$ cat config.mk
export PLATFORM = sky130hd
export DESIGN_NAME = flseq_top
export DESIGN_NICKNAME = d
export VERILOG_FILES = /design/src/rtl/flseq_pkg.sv /design/src/rtl/flseq_sectpick.sv /design/src/rtl/flseq_cmdgen.sv /design/src/rtl/flseq_poll.sv /design/src/rtl/flseq_top.sv
export SDC_FILE = /design/constraint.sdc
export NUM_CORES = 1
export LEC_CHECK = 0
export ABC_AREA = 1
export ABC_CLOCK_PERIOD_IN_PS = 2000
export BUFFER_PORTS_ARGS = -buffer_cell sky130_fd_sc_hd__buf_2
export CORE_UTILIZATION = 45
export CTS_BUF_LIST = sky130_fd_sc_hd__clkbuf_4
export CTS_CLUSTER_DIAMETER = 50
export DETAILED_ROUTE_END_ITERATION = 8
export PLACE_DENSITY = 0.66
export SYNTH_ARGS = -nofsm -noshare
export SYNTH_HDL_FRONTEND = slang
export SYNTH_HIERARCHICAL = 1
export SYNTH_SLANG_ARGS = --single-unit
export TNS_END_PERCENT = 30
$ cat constraint.sdc
create_clock -name clk -period 2 [get_ports clk]
set_input_delay 0.3 -clock clk [delete_from_list [all_inputs] [get_ports clk]]
set_output_delay 0.3 -clock clk [all_outputs]
set_load 0.01 [all_outputs]
$ cat src/rtl/flseq_pkg.sv
package flseq_pkg;

    typedef enum logic [1:0] {
        OP_PROG = 2'b00,
        OP_SECT = 2'b01,
        OP_CHIP = 2'b10,
        OP_RSVD = 2'b11
    } op_e;

    typedef enum logic [3:0] {
        S_IDLE, S_PRE_RD, S_PRE_CHK, S_WR, S_GAP,
        S_POLL_RD, S_POLL_CHK, S_RCK_RD, S_RCK_CHK, S_RST_WR, S_FIN
    } state_e;

    localparam logic [14:0] UNLK_HI = 15'h5555;
    localparam logic [14:0] UNLK_LO = 15'h2AAA;

    localparam logic [7:0] CMD_KEY1  = 8'hAA;
    localparam logic [7:0] CMD_KEY2  = 8'h55;
    localparam logic [7:0] CMD_PROG  = 8'hA0;
    localparam logic [7:0] CMD_ESET  = 8'h80;
    localparam logic [7:0] CMD_CHIP  = 8'h10;
    localparam logic [7:0] CMD_SECT  = 8'h30;
    localparam logic [7:0] CMD_RESET = 8'hF0;

    localparam logic [2:0] STEP_TAIL = 3'd5;

    // Status byte says the operation has finished.
    function automatic logic poll_done(op_e op, logic [7:0] rd, logic [7:0] want);
        return (op == OP_PROG) ? (rd[7] == want[7]) : rd[7];
    endfunction

    // A 1 is requested where the cell already holds 0.
    function automatic logic needs_set(logic [7:0] prior, logic [7:0] want);
        return (prior & want) != want;
    endfunction

endpackage

$ cat src/rtl/flseq_sectpick.sv
module flseq_sectpick
    import flseq_pkg::*;
#(
    parameter int NSECT = 8,
    parameter int IDX_W = $clog2(NSECT)
) (
    input  logic [NSECT-1:0] mask,
    output logic             any,
    output logic [IDX_W-1:0] idx,
    output logic [NSECT-1:0] first_oh
);
    logic [NSECT:0] seen;

    assign seen[0] = 1'b0;
    for (genvar gi = 0; gi < NSECT; gi++) begin : g_pri
        assign first_oh[gi]  = mask[gi] & ~seen[gi];
        assign seen[gi + 1]  = seen[gi] | mask[gi];
    end

    assign any = seen[NSECT];

    always_comb begin
        idx = '0;
        for (int i = 0; i < NSECT; i++) begin
            if (first_oh[i]) idx = IDX_W'(i);
        end
    end
endmodule

$ cat src/rtl/flseq_cmdgen.sv
module flseq_cmdgen
    import flseq_pkg::*;
#(
    parameter int ADDR_W = 19,
    parameter int IDX_W  = 3
) (
    input  op_e               op,
    input  logic [2:0]        step,
    input  logic [IDX_W-1:0]  sect,
    input  logic [ADDR_W-1:0] paddr,
    input  logic [7:0]        pdata,
    output logic [ADDR_W-1:0] addr,
    output logic [7:0]        data,
    output logic              last_fixed
);
    localparam int SECT_SHIFT = ADDR_W - IDX_W;

    logic [ADDR_W-1:0] a_hi, a_lo, a_base;

    assign a_hi   = ADDR_W'(UNLK_HI);
    assign a_lo   = ADDR_W'(UNLK_LO);
    assign a_base = ADDR_W'(sect) << SECT_SHIFT;

    always_comb begin
        unique case (step)
            3'd0: begin addr = a_hi; data = CMD_KEY1; end
            3'd1: begin addr = a_lo; data = CMD_KEY2; end
            3'd2: begin addr = a_hi; data = (op == OP_PROG) ? CMD_PROG : CMD_ESET; end
            3'd3: begin
                if (op == OP_PROG) begin addr = paddr; data = pdata; end
                else               begin addr = a_hi;  data = CMD_KEY1; end
            end
            3'd4: begin addr = a_lo; data = CMD_KEY2; end
            default: begin
                if (op == OP_CHIP) begin addr = a_hi;   data = CMD_CHIP; end
                else               begin addr = a_base; data = CMD_SECT; end
            end
        endcase
    end

    assign last_fixed = ((op == OP_PROG) && (step == 3'd3)) ||
                        ((op == OP_CHIP) && (step == STEP_TAIL));
endmodule

$ cat src/rtl/flseq_poll.sv
module flseq_poll
    import flseq_pkg::*;
#(
    parameter int MAX_POLLS = 4096,
    parameter int CNT_W     = $clog2(MAX_POLLS + 1)
) (
    input  logic clk,
    input  logic rst,
    input  logic clr,
    input  logic inc,
    output logic hit
);
    logic [CNT_W-1:0] cnt;

    always_ff @(posedge clk) begin
        if (rst || clr)                            cnt <= '0;
        else if (inc && cnt != CNT_W'(MAX_POLLS))  cnt <= cnt + 1'b1;
    end

    assign hit = (cnt == CNT_W'(MAX_POLLS));


    poll_bound_chk: assert property (@(posedge clk) disable iff (rst)
        cnt <= CNT_W'(MAX_POLLS));
endmodule

$ cat src/rtl/flseq_top.sv
module flseq_top
    import flseq_pkg::*;
#(
    parameter int ADDR_W    = 19,
    parameter int NSECT     = 8,
    parameter int MAX_POLLS = 4096
) (
    input  logic              clk,
    input  logic              rst,
    input  logic              req_valid,
    output logic              req_ready,
    input  logic [1:0]        req_op,
    input  logic [ADDR_W-1:0] req_addr,
    input  logic [7:0]        req_data,
    input  logic [NSECT-1:0]  req_mask,
    output logic              done,
    output logic              err,
    output logic              tmo,
    output logic              fl_we,
    output logic              fl_rd,
    output logic [ADDR_W-1:0] fl_addr,
    output logic [7:0]        fl_wdata,
    input  logic [7:0]        fl_rdata
);
    localparam int IDX_W      = $clog2(NSECT);
    localparam int SECT_SHIFT = ADDR_W - IDX_W;

    typedef struct packed {
        op_e               op;
        logic [ADDR_W-1:0] addr;
        logic [7:0]        data;
    } ctx_t;

    state_e            state;
    ctx_t              ctx;
    logic [NSECT-1:0]  rem;
    logic [2:0]        step;
    logic              last_q;
    logic [ADDR_W-1:0] poll_addr;
    logic              err_q, tmo_q;

    logic              req_any;
    logic [IDX_W-1:0]  req_idx;
    logic [NSECT-1:0]  req_first;
    logic              rem_any;
    logic [IDX_W-1:0]  rem_idx;
    logic [NSECT-1:0]  rem_first;
    logic [ADDR_W-1:0] cmd_addr;
    logic [7:0]        cmd_data;
    logic              cmd_last;
    logic              poll_hit;
    logic              is_sect_cmd, wr_last, complete;
    op_e               req_op_e;

    assign req_op_e = op_e'(req_op);

    flseq_sectpick #(.NSECT(NSECT), .IDX_W(IDX_W)) u_req_pick (
        .mask(req_mask), .any(req_any), .idx(req_idx), .first_oh(req_first));

    flseq_sectpick #(.NSECT(NSECT), .IDX_W(IDX_W)) u_rem_pick (
        .mask(rem), .any(rem_any), .idx(rem_idx), .first_oh(rem_first));

    flseq_cmdgen #(.ADDR_W(ADDR_W), .IDX_W(IDX_W)) u_cmd (
        .op(ctx.op), .step(step), .sect(rem_idx), .paddr(ctx.addr),
        .pdata(ctx.data), .addr(cmd_addr), .data(cmd_data), .last_fixed(cmd_last));

    flseq_poll #(.MAX_POLLS(MAX_POLLS)) u_poll (
        .clk(clk), .rst(rst), .clr(state == S_IDLE),
        .inc(state == S_POLL_RD), .hit(poll_hit));

    assign is_sect_cmd = (ctx.op == OP_SECT) && (step == STEP_TAIL);
    assign wr_last     = cmd_last || (is_sect_cmd && ((rem & ~rem_first) == '0));
    assign complete    = poll_done(ctx.op, fl_rdata, ctx.data);

    // Bus side, decoded from the registered state
    always_comb begin
        fl_we    = 1'b0;
        fl_rd    = 1'b0;
        fl_addr  = '0;
        fl_wdata = '0;
        unique case (state)
            S_WR:     begin fl_we = 1'b1; fl_addr = cmd_addr; fl_wdata = cmd_data; end
            S_RST_WR: begin fl_we = 1'b1; fl_wdata = CMD_RESET; end
            S_PRE_RD: begin fl_rd = 1'b1; fl_addr = ctx.addr; end
            S_POLL_RD,
            S_RCK_RD: begin fl_rd = 1'b1; fl_addr = poll_addr; end
            default: ;
        endcase
    end

    assign req_ready = (state == S_IDLE);
    assign done      = (state == S_FIN);
    assign err       = (state == S_FIN) && err_q;
    assign tmo       = (state == S_FIN) && tmo_q;

    always_ff @(posedge clk) begin
        if (rst) begin
            state     <= S_IDLE;
            ctx       <= '0;
            rem       <= '0;
            step      <= '0;
            last_q    <= 1'b0;
            poll_addr <= '0;
            err_q     <= 1'b0;
            tmo_q     <= 1'b0;
        end else begin
            unique case (state)
                S_IDLE: if (req_valid) begin
                    ctx    <= '{op: req_op_e, addr: req_addr, data: req_data};
                    rem    <= req_mask;
                    step   <= '0;
                    last_q <= 1'b0;
                    err_q  <= 1'b0;
                    tmo_q  <= 1'b0;
                    unique case (req_op_e)
                        OP_CHIP: poll_addr <= '0;
                        OP_SECT: poll_addr <= ADDR_W'(req_idx) << SECT_SHIFT;
                        default: poll_addr <= req_addr;
                    endcase
                    if (req_op_e == OP_RSVD || (req_op_e == OP_SECT && !req_any)) begin
                        err_q <= 1'b1;
                        state <= S_FIN;
                    end else if (req_op_e == OP_PROG) begin
                        state <= S_PRE_RD;
                    end else begin
                        state <= S_WR;
                    end
                end
                S_PRE_RD:  state <= S_PRE_CHK;
                S_PRE_CHK: begin
                    if (needs_set(fl_rdata, ctx.data)) begin
                        err_q <= 1'b1;
                        state <= S_FIN;
                    end else begin
                        state <= S_WR;
                    end
                end
                S_WR: begin
                    last_q <= wr_last;
                    if (is_sect_cmd)        rem  <= rem & ~rem_first;
                    if (step != STEP_TAIL)  step <= step + 3'd1;
                    state <= S_GAP;
                end
                S_GAP:     state <= last_q ? S_POLL_RD : S_WR;
                S_POLL_RD: state <= S_POLL_CHK;
                S_POLL_CHK: begin
                    if (complete)          state <= S_FIN;
                    else if (fl_rdata[5])  state <= S_RCK_RD;
                    else if (poll_hit) begin
                        tmo_q <= 1'b1;
                        state <= S_RST_WR;
                    end else               state <= S_POLL_RD;
                end
                S_RCK_RD:  state <= S_RCK_CHK;
                S_RCK_CHK: begin
                    if (complete) state <= S_FIN;
                    else begin
                        err_q <= 1'b1;
                        state <= S_RST_WR;
                    end
                end
                S_RST_WR:  state <= S_FIN;
                default:   state <= S_IDLE;
            endcase
        end
    end

    // Spacing monitor for sector commands (checker state only)
    logic [2:0] since30;
    logic       seen30;
    always_ff @(posedge clk) begin
        if (rst || state == S_IDLE) begin
            since30 <= '0;
            seen30  <= 1'b0;
        end else if (fl_we && fl_wdata == CMD_SECT) begin
            since30 <= '0;
            seen30  <= 1'b1;
        end else if (since30 != 3'd7) begin
            since30 <= since30 + 3'd1;
        end
    end


    idle_quiet_chk: assert property (@(posedge clk) disable iff (rst)
        req_ready |-> (!fl_we && !fl_rd && !done));

    strobe_excl_chk: assert property (@(posedge clk) disable iff (rst)
        !(fl_we && fl_rd));

    rsvd_reject_chk: assert property (@(posedge clk) disable iff (rst)
        (req_valid && req_ready && req_op == 2'b11) |=> (done && err));

    sect_gap_chk: assert property (@(posedge clk) disable iff (rst)
        (fl_we && fl_wdata == CMD_SECT && seen30) |-> (since30 == 3'd1));

    sect_pending_chk: assert property (@(posedge clk) disable iff (rst)
        (state == S_WR && is_sect_cmd) |-> rem_any);

    done_pulse_chk: assert property (@(posedge clk) disable iff (rst)
        done |=> (!done && req_ready));

    flag_excl_chk: assert property (@(posedge clk) disable iff (rst)
        !(err && tmo));
endmodule

Word-level counts from Yosys, hierarchy flattened
Index checks and enable logic that the tools add are counted.

storage, ports and cells
  register bits = 79
  input bits = 48

operators by class
  $add $sub $neg = 2
  eq/ne operators = 33
  bitwise operators = 44
  multiplexer cells = 54
  reduce and logical (&&, ||, !) cells = 32

operator list
  cell                     count
  $pmux W19 S3             2
  $mux W3                  15
  $pmux W4 S10             1
  $mux W19                 2
  $pmux W19 S2             1
  $pmux W8 S2              2
  $pmux W8 S4              1
  $mux W4                  6
  $mux W8                  3
  $and A8 B8 Y8            2
  $eq A4 B3 Y1 const B     4
  $ne A2 B2 Y1 const B     8
  $and A1 B1 Y1            14
  $not A1 Y1               14
  $add A13 B1 Y13 const B  1
  $eq A13 B13 Y1 const B   1
  $mux W1                  13
  $ne A13 B13 Y1 const B   1
  $or A1 B1 Y1             13
  $eq A4 B4 Y1 const B     3
  $mux W6                  2
  $eq A4 B2 Y1 const B     2
  $logic_and A1 B1 Y1      8
  $logic_not A8 Y1         1
  28 further kinds         45

Logic depth before layout (Yosys ltp)
  depth after elaboration = 14
  mapped depth = 11
  gate-level depth less buffers = 11

Cells and area by module
The synthesis kept the hierarchy.

modules (own cells, without submodules)
  module          cells each  instances  seq. area each (um2)  area each (um2)
  flseq_top       498         1          1321.3                3418.3
  flseq_poll      139         1          260.2                 900.9
  flseq_cmdgen    109         1          0.0                   539.3
  flseq_sectpick  32          2          0.0                   170.2

Least setup slack after synthesis
OpenSTA, ideal clock, no wires.

  path type = register to register
  start = register state[3]
  end = register u_poll.cnt[12]
  path buffers = 0
  stages on the path, launching flop included = 10
  data arrival time = 1.529 ns
  setup slack = 0.400 ns
  setup time = 0.070 ns
  clock period less this slack = 1.600 ns
  cell sequence = dfxtp_1 inv_1 nand2_1 inv_1 nand2_2 nor2_1 inv_1 a21oi_4 nand2_1 a21oi_1

between the ends
  word-level cells in the longest chain between the ends = 2

ends and longest elaborated chain
  what                                                       RTL line                          text
  start, declared                                            flseq_top.sv:34                   state_e state;
  start signal, assigned                                     flseq_top.sv:144                  S_GAP: state <= last_q ? S_POLL_RD : S_WR;
  $eq A4 B3 Y1 or $logic_not A4 Y1 (tied branches)           flseq_top.sv:69, flseq_top.sv:68
  $logic_and A1 B1 Y1 or $logic_or A1 B1 Y1 (tied branches)  n/a
  end signal, assigned                                       flseq_poll.sv:17                  else if (inc && cnt != CNT_W'(MAX_POLLS)) cnt <= cnt + 1'b1;
  end, declared                                              flseq_poll.sv:13                  logic [CNT_W-1:0] cnt;

Several ways; a longest one is shown, not always the timed one.
A chain may end at the register's enable or synchronous reset.

Worst setup path after layout
  start = register rem[1]
  end = output port fl_addr[16]

between the ends
  word-level cells in the longest chain between the ends = 12

ends and longest elaborated chain
  what                                                 RTL line                                    text
  start, declared                                      flseq_top.sv:36                             logic [NSECT-1:0] rem;
  start signal, assigned                               flseq_top.sv:110                            rem <= req_mask;
  start signal, assigned                               flseq_top.sv:140                            if (is_sect_cmd) rem <= rem & ~rem_first;
  $or A1 B1 Y1                                         flseq_sectpick.sv:17                        assign seen[gi + 1] = seen[gi] | mask[gi];
  $not A1 Y1 or $or A1 B1 Y1 (tied branches)           flseq_sectpick.sv:16, flseq_sectpick.sv:17
  $and A1 B1 Y1, or another cell as far along          flseq_sectpick.sv:16                        assign first_oh[gi] = mask[gi] & ~seen[gi];
  $mux W3, or another cell as far along (4 in series)  flseq_sectpick.sv:25                        if (first_oh[i]) idx = IDX_W'(i);
  $mux W3 or $and A1 B1 Y1 (tied branches)             flseq_sectpick.sv:25, flseq_sectpick.sv:16
  $mux W3 *                                            flseq_sectpick.sv:25
  net rem_idx[0]                                       flseq_top.sv:46                             logic [IDX_W-1:0] rem_idx;
  $mux W19 *                                           flseq_cmdgen.sv:35                          if (op == OP_CHIP) begin addr = a_hi; data = CMD_CHIP; end
  $pmux W19 S3 *                                       flseq_cmdgen.sv:25                          unique case (step)
  net cmd_addr[16]                                     flseq_top.sv:48                             logic [ADDR_W-1:0] cmd_addr;
  $pmux W19 S3 *                                       flseq_top.sv:81                             unique case (state)
  end, declared                                        flseq_top.sv:21                             output logic [ADDR_W-1:0] fl_addr,

Mark *: on every way through the listed nets, which the timed path passes. The rest lies on a longest branch.

==> reports/results.tsv <==
stage	metric	value	unit
synth	syn_nets	860	
clock_network	cts_buffers	9	
floorplanning	core_region_area	11000	um2
power	power.internal	3.22	mW
global_routing	grt_pass1_vias	4974	
cells_and_area	drive_above_1_share	23.3	%
global_routing	grt_max_degree	25	
critical_path	crit_required	1.70	ns
floorplanning	start_util	46.9	%
worst_hold_path	hold_depth	3	
clock_network	cts_tree	done	
clock_network	cts.sinks	79	
drt	finalWirelength	14.7	mm
timing	rsz0062_at_grt	true	
critical_path	worstReg2RegEnd	rem[4]$_SDFFE_PP0P_	
timing	worst_slack	-0.200	ns
global_routing	grt_pass1_wl	23.4	mm
floorplanning	rows	38	
timing	fin_skew	0.0122	ns
global_routing	grt_overflow	0	
drt	drtIter0Drc	386	
power	p_comb_share	47.2	%
cells_and_area	layout_common_cells	nand2_1 (212), inv_1 (107), nor2_1 (84), buf_2 (80), dfxtp_1 (66)	
critical_path	cp-start-kind	flip-flop	
power	p_switching	2.70	mW
clock_network	root_buffer	clkbuf_4	
critical_path	end_kind	output port	
power	ir_drop	0.413	mV
synth	yosysWarnings	6	
cells_and_area	area_delta_synth_final	16.8	%
power	clockPowerShare	15.3	%
drt	viasPerCell	5.27	
synth	synthCells	804	
worst_hold_path	min_from	req_data[3]	
drt	drc	0	
timing	worst_pin_slew	0.613	ns
critical_path	r2r_start	step[1]$_SDFFE_PP0P_	
clock_network	ctsHtreeMaxLevel	3	
cells_and_area	final_nets	952	
power	power.total	5.92	mW
run_status	status	finished, violations left	
global_routing	antenna_found_initial	0	
drt	drtAntennaViolNets	0	
floorplanning	ios	81	
power	pwr_density_cell	980	nW/um2
critical_path	r2r_setup_slack	0.22	ns
clock_network	worstSkewPairLatency	0.45	ns
global_routing	grt.total_usage	25.6	%
timing	setup_viol	18	
placed_design	portBuffers	80	
flow_run	drv_cap	0	
synth	synth_area	5170	um2
timing	finalHoldViolations	0	
drt	dr.pass1.iters	5	
critical_path	worstPathMaxFanout	5	
timing	period_minus_slack	2.20	ns
power	swShare	45.6	%
cells_and_area	layout_commonest_cell	nand2_1	
cells_and_area	antenna_cells	0	
worst_hold_path	min_path_type	in2reg	
cells_and_area	fin_util	54.7	%
timing	drv_slew	0	
timing	relSlewSlack	58.7	%
placed_design	gp_congestion	0.894	
drt	wire_per_inst	14.1	um
power	leakagePower	2.80	nW
critical_path	critPathKind	reg2out	
timing	min_period_over_period	110	%
timing	fmaxAchievable	454	MHz
clock_network	cts_buffer_depth	2	
run_status	violations	setup timing	
drt	dr_total_vias	5476	
placed_design	dp_hpwl	10.9	mm
clock_network	path_clk_slew	0.12	ns
power	pwr-share-seq	37.5	%
worst_hold_path	min_to	ctx[3]$_SDFFE_PP0P_	
placed_design	dp_slack	0.124	ns
critical_path	cp.arrival	1.90	ns
critical_path	reg2regPathDepth	10	
floorplanning	fp.dieH	109	um
floorplanning	dieArea	11900	um2
synth	avgSynthCellArea	6.43	um2
floorplanning	die_width	109	um
==> metal layers <==
metal	wire length, um	up-vias	share of wire [%]	global-route usage (%)
met5	0	-	0	0
met4	284	0	1.9	11.0
met3	953	24	6.5	4.12
met2	6730	201	46	41.7
met1	6710	2499	46	33.3
li1	-	2752	-	-
==> power groups by stage <==
stage	logic [mW]	clock network [mW]	registers, mW
final	2.79	0.908	2.22
after global routing	3.08	1.01	2.26
after CTS	2.70	0.955	2.21
after detailed placement	2.62	0	2.23
after global placement	2.56	0	2.21
after floorplan	2.02	0	2.13
==> worst max path at each step <==
stage / startpoint / to / slack, ns
after floorplan: state[3]$_SDFFE_PP0N_ / u_poll/cnt[12]$_SDFFE_PP0P_ / 0.40
after global placement: step[0]$_SDFFE_PP0P_ / fl_wdata[1] / 0.20
after detailed placement: step[0]$_SDFFE_PP0P_ / fl_wdata[1] / 0.12
after CTS: rem[1]$_SDFFE_PP0P_ / fl_addr[16] / -0.18
after global routing: rem[1]$_SDFFE_PP0P_ / fl_addr[16] / -0.32
final: rem[1]$_SDFFE_PP0P_ / fl_addr[16] / -0.20
==> stage by stage <==
stage / TNS (ns) / std cells / instance area [um2] / hold WS (ns)
after floorplan: 0 / 804 / 5170 / 0.435
after global placement: 0 / 1013 / 5660 / 0.459
after detailed placement: 0 / 1013 / 5660 / 0.460
after CTS: -1.17 / 1037 / 5920 / 0.0417
after global routing: -3.61 / 1040 / 6040 / 0.0832
final: -0.820 / 1040 / 6040 / 0.0789
==> registers in the layout (all words and copies together), names as in the netlist <==
| name | count |
|---|---|
| ctx | 29 |
| u_poll/cnt | 13 |
| last_q | 1 |
| step | 3 |
| err_q | 1 |
| poll_addr | 19 |
| rem | 8 |
| tmo_q | 1 |
| state | 4 |
==> cell type report <==
type	instances	area (um2)
timing repair buffer	111	697
multi-input combinational	579	2990
clock inverter	6	52.6
fill	1121	4990
inverter	116	442
sequential	79	1610
clock buffer	9	67.6
tap	140	175
==> critical path: stages (launching register included) <==
cell and delay (ns):
dfxtp_2 0.37, nor2_4 0.14, nand2_2 0.10, nor2_4 0.11, nand4_1 0.15, nand2_1 0.12, nand3_1 0.08, nand2_1 0.06
nand2_1 0.06, o211ai_1 0.10, buf_2 0.17
==> repair_timing <==
action                     CTS  global route
hold endpoints to repair     0             0
cloned                       1             1
hold buffers                 0             0
resized for setup           34            19
pin swaps                    2             6
setup buffers                8             2
setup endpoints to repair   29            27
No activity file was read; power rests on OpenSTA's default activity.
